### src/rtl/dram_init_pkg.sv
package dram_init_pkg;

  typedef enum logic [1:0] {
    CMD_NOP  = 2'd0,
    CMD_PREA = 2'd1,
    CMD_AREF = 2'd2,
    CMD_LMR  = 2'd3
  } dram_cmd_e;

  typedef enum logic [2:0] {
    SRC_ZERO, SRC_A10, SRC_MR0, SRC_MR0_DLL, SRC_EMR1, SRC_EMR2, SRC_EMR3
  } addr_src_e;

  typedef enum logic [2:0] {
    GAP_PWR, GAP_CKE, GAP_RP, GAP_RFC, GAP_MRD, GAP_DLL
  } gap_e;

  typedef struct packed {
    dram_cmd_e cmd;
    logic [1:0] ba;
    addr_src_e  src;
    gap_e       gap;
    logic       last;
  } init_step_t;

  localparam int STEP_IDX_W    = 4;
  localparam int DLL_RESET_BIT = 8;
  localparam int PREA_ALL_BIT  = 10;

  function automatic init_step_t mk_step(dram_cmd_e c, logic [1:0] b, addr_src_e s, gap_e g, logic l);
    init_step_t st;
    st.cmd = c; st.ba = b; st.src = s; st.gap = g; st.last = l;
    return st;
  endfunction

  // Short script: power-up wait, clock enable, precharge, two refreshes, base mode load.
  function automatic init_step_t sdr_step(logic [STEP_IDX_W-1:0] i);
    case (i)
      4'd0:    return mk_step(CMD_NOP,  2'd0, SRC_ZERO, GAP_PWR, 1'b0);
      4'd1:    return mk_step(CMD_NOP,  2'd0, SRC_ZERO, GAP_CKE, 1'b0);
      4'd2:    return mk_step(CMD_PREA, 2'd0, SRC_A10,  GAP_RP,  1'b0);
      4'd3:    return mk_step(CMD_AREF, 2'd0, SRC_ZERO, GAP_RFC, 1'b0);
      4'd4:    return mk_step(CMD_AREF, 2'd0, SRC_ZERO, GAP_RFC, 1'b0);
      default: return mk_step(CMD_LMR,  2'd0, SRC_MR0,  GAP_MRD, 1'b1);
    endcase
  endfunction

  // Long script: extended registers high to low, DLL-reset load, idle, second round.
  function automatic init_step_t ddr_step(logic [STEP_IDX_W-1:0] i);
    case (i)
      4'd0:    return mk_step(CMD_NOP,  2'd0, SRC_ZERO,    GAP_PWR, 1'b0);
      4'd1:    return mk_step(CMD_NOP,  2'd0, SRC_ZERO,    GAP_CKE, 1'b0);
      4'd2:    return mk_step(CMD_PREA, 2'd0, SRC_A10,     GAP_RP,  1'b0);
      4'd3:    return mk_step(CMD_LMR,  2'd3, SRC_EMR3,    GAP_MRD, 1'b0);
      4'd4:    return mk_step(CMD_LMR,  2'd2, SRC_EMR2,    GAP_MRD, 1'b0);
      4'd5:    return mk_step(CMD_LMR,  2'd1, SRC_EMR1,    GAP_MRD, 1'b0);
      4'd6:    return mk_step(CMD_LMR,  2'd0, SRC_MR0_DLL, GAP_DLL, 1'b0);
      4'd7:    return mk_step(CMD_PREA, 2'd0, SRC_A10,     GAP_RP,  1'b0);
      4'd8:    return mk_step(CMD_AREF, 2'd0, SRC_ZERO,    GAP_RFC, 1'b0);
      4'd9:    return mk_step(CMD_AREF, 2'd0, SRC_ZERO,    GAP_RFC, 1'b0);
      default: return mk_step(CMD_LMR,  2'd0, SRC_MR0,     GAP_MRD, 1'b1);
    endcase
  endfunction

endpackage

### src/rtl/dram_wait_timer.sv
module dram_wait_timer #(
  parameter int CNT_W = 8
) (
  input  logic             clk,
  input  logic             rst_n,
  input  logic             clr,
  input  logic [CNT_W-1:0] last_cnt,
  output logic             hit
);
  logic [CNT_W-1:0] cnt;

  always_ff @(posedge clk) begin
    if (!rst_n || clr) cnt <= '0;
    else               cnt <= cnt + 1'b1;
  end

  assign hit = (cnt == last_cnt);

  AST_CNT_BOUND: assert property (@(posedge clk) disable iff (!rst_n) cnt <= last_cnt);

endmodule

### src/rtl/dram_init_script.sv
module dram_init_script
  import dram_init_pkg::*;
#(
  parameter int ADDR_W       = 13,
  parameter int CNT_W        = 16,
  parameter int CYC_PER_US   = 250,
  parameter int SDR_PWRUP_US = 100,
  parameter int DDR_PWRUP_US = 200,
  parameter int T_CKE        = 4,
  parameter int T_RP         = 4,
  parameter int T_RFC        = 20,
  parameter int T_MRD        = 2,
  parameter int DLL_IDLE     = 200
) (
  input  logic                  ddr,
  input  logic [STEP_IDX_W-1:0] idx,
  input  logic [ADDR_W-1:0]     mr0_val,
  input  logic [ADDR_W-1:0]     emr1_val,
  input  logic [ADDR_W-1:0]     emr2_val,
  input  logic [ADDR_W-1:0]     emr3_val,
  output dram_cmd_e             step_cmd,
  output logic [1:0]            step_ba,
  output logic [ADDR_W-1:0]     step_addr,
  output logic                  step_last,
  output logic [CNT_W-1:0]      step_last_cnt
);
  localparam int PWR_SDR = SDR_PWRUP_US * CYC_PER_US;
  localparam int PWR_DDR = DDR_PWRUP_US * CYC_PER_US;
  localparam int GAP_DLL_CYC = T_MRD + DLL_IDLE;
  localparam logic [ADDR_W-1:0] DLL_MASK  = ADDR_W'(1) << DLL_RESET_BIT;
  localparam logic [ADDR_W-1:0] PREA_MASK = ADDR_W'(1) << PREA_ALL_BIT;

  init_step_t st;

  assign st = ddr ? ddr_step(idx) : sdr_step(idx);

  assign step_cmd  = st.cmd;
  assign step_ba   = st.ba;
  assign step_last = st.last;

  always_comb begin
    unique case (st.src)
      SRC_A10:     step_addr = PREA_MASK;
      SRC_MR0:     step_addr = mr0_val & ~DLL_MASK;
      SRC_MR0_DLL: step_addr = mr0_val | DLL_MASK;
      SRC_EMR1:    step_addr = emr1_val;
      SRC_EMR2:    step_addr = emr2_val;
      SRC_EMR3:    step_addr = emr3_val;
      default:     step_addr = '0;
    endcase
  end

  always_comb begin
    unique case (st.gap)
      GAP_PWR: step_last_cnt = ddr ? CNT_W'(PWR_DDR - 1) : CNT_W'(PWR_SDR - 1);
      GAP_CKE: step_last_cnt = CNT_W'(T_CKE - 1);
      GAP_RP:  step_last_cnt = CNT_W'(T_RP - 1);
      GAP_RFC: step_last_cnt = CNT_W'(T_RFC - 1);
      GAP_DLL: step_last_cnt = CNT_W'(GAP_DLL_CYC - 1);
      default: step_last_cnt = CNT_W'(T_MRD - 1);
    endcase
  end

endmodule

### src/rtl/dram_powerup_seq.sv
module dram_powerup_seq
  import dram_init_pkg::*;
#(
  parameter int ADDR_W       = 13,
  parameter int CYC_PER_US   = 250,
  parameter int SDR_PWRUP_US = 100,
  parameter int DDR_PWRUP_US = 200,
  parameter int SETTLE_US    = 1000,
  parameter int T_CKE        = 4,
  parameter int T_RP         = 4,
  parameter int T_RFC        = 20,
  parameter int T_MRD        = 2,
  parameter int DLL_IDLE     = 200
) (
  input  logic              clk,
  input  logic              rst_n,
  input  logic              ddr_mode,
  input  logic [ADDR_W-1:0] mr0_val,
  input  logic [ADDR_W-1:0] emr1_val,
  input  logic [ADDR_W-1:0] emr2_val,
  input  logic [ADDR_W-1:0] emr3_val,
  output logic              cke,
  output logic [1:0]        cmd,
  output logic [1:0]        ba,
  output logic [ADDR_W-1:0] addr,
  output logic              refresh_enable,
  output logic              init_done
);
  localparam int SETTLE_CYC = SETTLE_US * CYC_PER_US;
  localparam int PWR_MAX    = ((DDR_PWRUP_US > SDR_PWRUP_US) ? DDR_PWRUP_US : SDR_PWRUP_US) * CYC_PER_US;
  localparam int GAP_MAX    = (T_MRD + DLL_IDLE > T_RFC) ? T_MRD + DLL_IDLE : T_RFC;
  localparam int WAIT_A     = (SETTLE_CYC > PWR_MAX) ? SETTLE_CYC : PWR_MAX;
  localparam int WAIT_MAX   = (WAIT_A > GAP_MAX) ? WAIT_A : GAP_MAX;
  localparam int CNT_W      = $clog2(WAIT_MAX + 1);

  typedef enum logic [1:0] {PH_RUN, PH_SETTLE, PH_DONE} phase_e;

  phase_e                  phase;
  logic                    ddr_q;
  logic                    first;
  logic [STEP_IDX_W-1:0]   idx;
  logic                    hit;
  logic [CNT_W-1:0]        last_cnt;
  dram_cmd_e               s_cmd;
  logic [1:0]              s_ba;
  logic [ADDR_W-1:0]       s_addr;
  logic                    s_last;
  logic [CNT_W-1:0]        s_last_cnt;

  dram_init_script #(
    .ADDR_W(ADDR_W), .CNT_W(CNT_W), .CYC_PER_US(CYC_PER_US),
    .SDR_PWRUP_US(SDR_PWRUP_US), .DDR_PWRUP_US(DDR_PWRUP_US),
    .T_CKE(T_CKE), .T_RP(T_RP), .T_RFC(T_RFC), .T_MRD(T_MRD), .DLL_IDLE(DLL_IDLE)
  ) u_script (
    .ddr(ddr_q), .idx(idx),
    .mr0_val(mr0_val), .emr1_val(emr1_val), .emr2_val(emr2_val), .emr3_val(emr3_val),
    .step_cmd(s_cmd), .step_ba(s_ba), .step_addr(s_addr),
    .step_last(s_last), .step_last_cnt(s_last_cnt)
  );

  assign last_cnt = (phase == PH_SETTLE) ? CNT_W'(SETTLE_CYC - 1) : s_last_cnt;

  dram_wait_timer #(.CNT_W(CNT_W)) u_timer (
    .clk(clk), .rst_n(rst_n),
    .clr(hit || (phase == PH_DONE)),
    .last_cnt(last_cnt), .hit(hit)
  );

  always_ff @(posedge clk) begin
    if (!rst_n) begin
      ddr_q <= ddr_mode;
      idx   <= '0;
      first <= 1'b1;
      phase <= PH_RUN;
    end else begin
      unique case (phase)
        PH_RUN: begin
          first <= hit && !s_last;
          if (hit) begin
            if (s_last) phase <= PH_SETTLE;
            else        idx   <= idx + 1'b1;
          end
        end
        PH_SETTLE: if (hit) phase <= PH_DONE;
        default: ;
      endcase
    end
  end

  logic issue;
  assign issue          = (phase == PH_RUN) && first;
  assign cke            = !((phase == PH_RUN) && (idx == '0));
  assign cmd            = issue ? s_cmd  : CMD_NOP;
  assign ba             = issue ? s_ba   : 2'd0;
  assign addr           = issue ? s_addr : '0;
  assign refresh_enable = (phase != PH_RUN);
  assign init_done      = (phase == PH_DONE);

  AST_MODE_HELD:     assert property (@(posedge clk) disable iff (!rst_n) 1'b1 |=> $stable(ddr_q));
  AST_CKE_STAYS:     assert property (@(posedge clk) disable iff (!rst_n) cke |=> cke);
  AST_CMD_NEEDS_CKE: assert property (@(posedge clk) disable iff (!rst_n) (cmd != CMD_NOP) |-> cke);
  AST_CMD_ONE_CYCLE: assert property (@(posedge clk) disable iff (!rst_n) (cmd != CMD_NOP) |=> (cmd == CMD_NOP));
  AST_QUIET_AFTER_REF: assert property (@(posedge clk) disable iff (!rst_n) refresh_enable |-> (cmd == CMD_NOP));
  AST_DONE_STICKY:   assert property (@(posedge clk) disable iff (!rst_n) init_done |=> (init_done && refresh_enable));
  AST_DONE_AFTER_REF: assert property (@(posedge clk) disable iff (!rst_n) $rose(init_done) |-> $past(refresh_enable));

endmodule

### config.mk
export PLATFORM = sky130hd
export DESIGN_NAME = dram_powerup_seq
export DESIGN_NICKNAME = d
export VERILOG_FILES = /design/src/rtl/dram_init_pkg.sv /design/src/rtl/dram_wait_timer.sv /design/src/rtl/dram_init_script.sv /design/src/rtl/dram_powerup_seq.sv
export SDC_FILE = /design/constraint.sdc
export NUM_CORES = 1
export LEC_CHECK = 0
export ABC_AREA = 1
export BUFFER_PORTS_ARGS = -buffer_cell sky130_fd_sc_hd__buf_4
export CAP_MARGIN = 20
export CORE_UTILIZATION = 30
export CTS_BUF_LIST = sky130_fd_sc_hd__clkbuf_8
export DETAILED_ROUTE_END_ITERATION = 10
export GPL_TIMING_DRIVEN = 0
export SYNTH_ARGS = -nofsm -noshare
export SYNTH_HDL_FRONTEND = slang
export SYNTH_SLANG_ARGS = --single-unit
### constraint.sdc
create_clock -name clk -period 3.14 [get_ports clk]
set_input_delay 0.628 -clock clk [delete_from_list [all_inputs] [get_ports clk]]
set_output_delay 0.628 -clock clk [all_outputs]
set_load 0.05 [all_outputs]
==> flow_metrics.py <==
metrics = {
    "power": {
        "power_density_mw_per_mm2": 294,
        "clockPowerShare": 0.298,
        "p_sw_frac": 0.321,
        "p_sw_mw": 0.351,
        "p_total_mw": 1.09,
        "power.internal_mw": 0.741,
        "power.share.combinational": 0.258,
        "total_leakage_power_nw": 1.71,
        "ir_drop_uv": 178,
        "power_frac_seq": 0.443,
    },
    "floorplan": {
        "start_util": 0.310,
        "die-area_mm2": 0.00941,
        "die_w_um": 97.0,
        "core_mm2": 0.00872,
        "num_rows": 34,
        "fp.dieH_um": 97.0,
        "io_pins": 75,
    },
    "place": {
        "hpwlAfterDp_mm": 6.41,
        "place_congestion": 0.832,
        "port_buffers": 72,
        "dp_cells": 615,
        "place_area_mm2": 0.00347,
        "dpl_worst_slack_ns": -0.302,
    },
    "timing": {
        "hold-worst-slack_ns": 0.485,
        "fin_crit_sh": 0.963,
        "setup_tns_ns": 0,
        "final-setup-viol-count": 0,
        "maxSlewHeadroom": 0.555,
        "fmax_ghz": 0.331,
        "tightest_slew_ns": 0.667,
        "timing.final.ws_setup_ns": 0.117,
        "rsz0062_at_grt": "yes",
        "finClkSkew_ns": 0.00590,
        "finalHoldViolations": 0,
        "drv_slew": 0,
        "post-route-min-period_ns": 3.02,
    },
    "setup_path": {
        "cp-start-kind": "flip-flop",
        "crit_path_end_kind": "primary output",
        "cp_slowest_stage_delay_ns": 0.40,
        "worst-endpoint-arrival_ns": 2.40,
        "cp_slowest_cell": "dfxtp_4",
        "critPathMaxFanout": 10,
        "r2r-start": "idx[1]$_SDFFE_PN0N_",
        "r2r_slack_ns": 0.24,
        "reg2regPathDepth": 22,
        "required_ns": 2.51,
        "crit_type": "reg -> out",
        "crit_chain": "inv_4 -> ha_4 -> inv_1 -> nand2_1 -> nand3_4 -> nand3_4 -> nand2_4 -> o21ai_4 -> nor2_1 -> clkbuf_8 -> nand2_1 -> a41oi_2 -> buf_4",
    },
    "clock_network": {
        "cts_buffers": 5,
        "cts_max_level": 2,
        "cts.sinks": 37,
        "clock_latency_ns": 0.29,
        "clk_path_buf_depth": 2,
        "cts-hold-fix-buffers": 0,
        "clkSlewWorstSetupHoldPaths_ns": 0.08,
        "ctsRootBufferMaster": "clkbuf_8",
        "tritoncts": "built",
    },
    "status": {
        "status": "finished, final reports clean",
    },
    "cells_and_area": {
        "drive_above_1_share": 0.294,
        "final_cells": 628,
        "regArea_um2": 758,
        "num_antenna_cells": 0,
        "syn_to_final_growth_pct": 37.3,
        "multiInputGateArea_mm2": 0.00185,
        "final_common_cell": "nand2_1",
        "design_area_mm2": 0.00371,
        "nNetsFinal": 579,
        "fin_util": 0.426,
        "final_cell_mix": "nand2_1, buf_4, inv_1",
        "fillers": 911,
    },
    "logic_synthesis": {
        "synth-simple-area-share": 0.487,
        "synth_cell_types": 33,
        "synth_area_leader_cell": "dfxtp_1",
        "synth_area_leaders": "dfxtp_1, nand2_1, inv_1, nor2_1, nand3_1",
        "syn_area_mm2": 0.00271,
        "yosysSeqAreaShare": 0.277,
        "synth_top_family_by_area": "simple AND/OR/NAND/NOR gates",
        "synth_flop_cell": "dfxtp_1",
        "ys_warn_count": 0,
        "synth_enable_flop_cells": 1,
        "synthAdderAreaFrac": 0.0231,
        "syn_inst": 435,
        "synth_compound_area_frac": 0.0985,
        "syn-num-nets": 495,
        "netlist.area_leader.share": 0.266,
        "async_flop_share": 0,
        "syn_area_per_cell_um2": 6.22,
        "synth_xor_area_frac": 0.0194,
        "synth_mux_area_frac": 0,
        "synth_seq_cells": 37,
    },
    "worst_hold_path": {
        "hold_path_class": "reg -> reg",
        "min-delay-start": "u_timer.cnt[11]$_SDFF_PP0_",
        "hold_path_depth": 2,
        "holdPathEnd": "u_timer.cnt[12]$_SDFF_PP0_",
    },
    "global_routing": {
        "grt_overflow": 0,
        "gr-usage-all-layers": 0.175,
        "antenna_found_initial": 0,
        "grt_pass1_wl_mm": 13.6,
        "grt_max_degree": 12,
        "grt_pass1_vias": 2911,
    },
    "drt": {
        "routed_via_density": 4.78,
        "post-route-drc-count": 0,
        "first_pass_iters": 4,
        "drtAntennaViolNets": 0,
        "wl_per_cell_um": 13.0,
        "via_count": 3000,
        "drtIter0Drc": 104,
        "wl_mm": 8.16,
    },
    "flow_run": {
        "maxCapViolations": 0,
    },
}
## critical path, delay by kind of cell (launching register included)
family	cells	cell delay [ns]
and+or+nand+nor	6	0.73
adders and majority gates	1	0.16
DFF	1	0.40
buffers and inverters	4	0.54
AOI/OAI and AO/OA	2	0.26
## per-layer routing
layer	global-route usage	share of wire	wire length (µm)
met5	0	0	0
met2	0.307	0.49	4020
met1	0.224	0.47	3820
met4	0.0367	0.0077	63
met3	0.0275	0.031	256
## final cells by class
| cell class | count | share of cell area |
|---|---|---|
| Clock inverter | 3 | 0.00370 |
| Clock buffer | 5 | 0.0185 |
| Multi-Input combinational cell | 331 | 0.498 |
| Timing Repair Buffer | 77 | 0.161 |
| Sequential cell | 37 | 0.204 |
| Inverter | 58 | 0.0593 |
| Buffer | 9 | 0.0192 |
| Tap cell | 108 | 0.0364 |
## cell families (layout without fill, tap and decap cells)
kind of cell             Yosys count  after routing
flip-flops                        37             37
XOR/XNOR                           6              6
AND/OR/NAND/NOR                  280            280
buffers and inverters             67            152
AO/OA/AOI/OAI                     40             40
adder cells (fa/ha/maj)            5              5
## cell usage after synthesis (all sizes together), types with 2 or more instances
cell    instances
nand4          14
nor2           54
a41oi          11
a21oi          11
xor2            6
nand3          40
nand3b          2
nand2         153
buf             3
inv            58
o211ai          2
ha              5
a31oi           5
a22oi           2
clkbuf          6
nor3b           7
dfxtp          36
nor4            2
nor3            7
o21ai           7
## power groups by stage
stage	combinational, mW	sequential, mW	clock (mW)
after floorplan	0.170	0.494	0
after global placement	0.263	0.497	0
after detailed placement	0.266	0.497	0
after CTS	0.275	0.486	0.335
after global routing	0.310	0.486	0.365
final	0.282	0.484	0.326
## worst max-delay path by stage
| stage | start | cells after the start | to |
|---|---|---|---|
| global route | idx[1]$_SDFFE_PN0N_ | 16 | addr[10] |
| CTS | idx[0]$_SDFFE_PN0N_ | 15 | addr[8] |
| floorplan | idx[0]$_SDFFE_PN0N_ | 15 | addr[10] |
| global placement | idx[0]$_SDFFE_PN0N_ | 16 | addr[10] |
| finish | idx[0]$_SDFFE_PN0N_ | 13 | addr[0] |
| detailed placement | idx[0]$_SDFFE_PN0N_ | 16 | addr[10] |
## what timing repair did
| action | 4_1_cts | 5_1_grt |
|---|---|---|
| gates cloned | 1 | 0 |
| gates resized for setup | 25 | 17 |
| buffers inserted | 1 | 3 |
| endpoints found under the setup margin | 13 | 33 |
| hold endpoints to repair | 0 | 0 |
| pin swaps | 1 | 5 |
(Power assumes the default switching activity.)
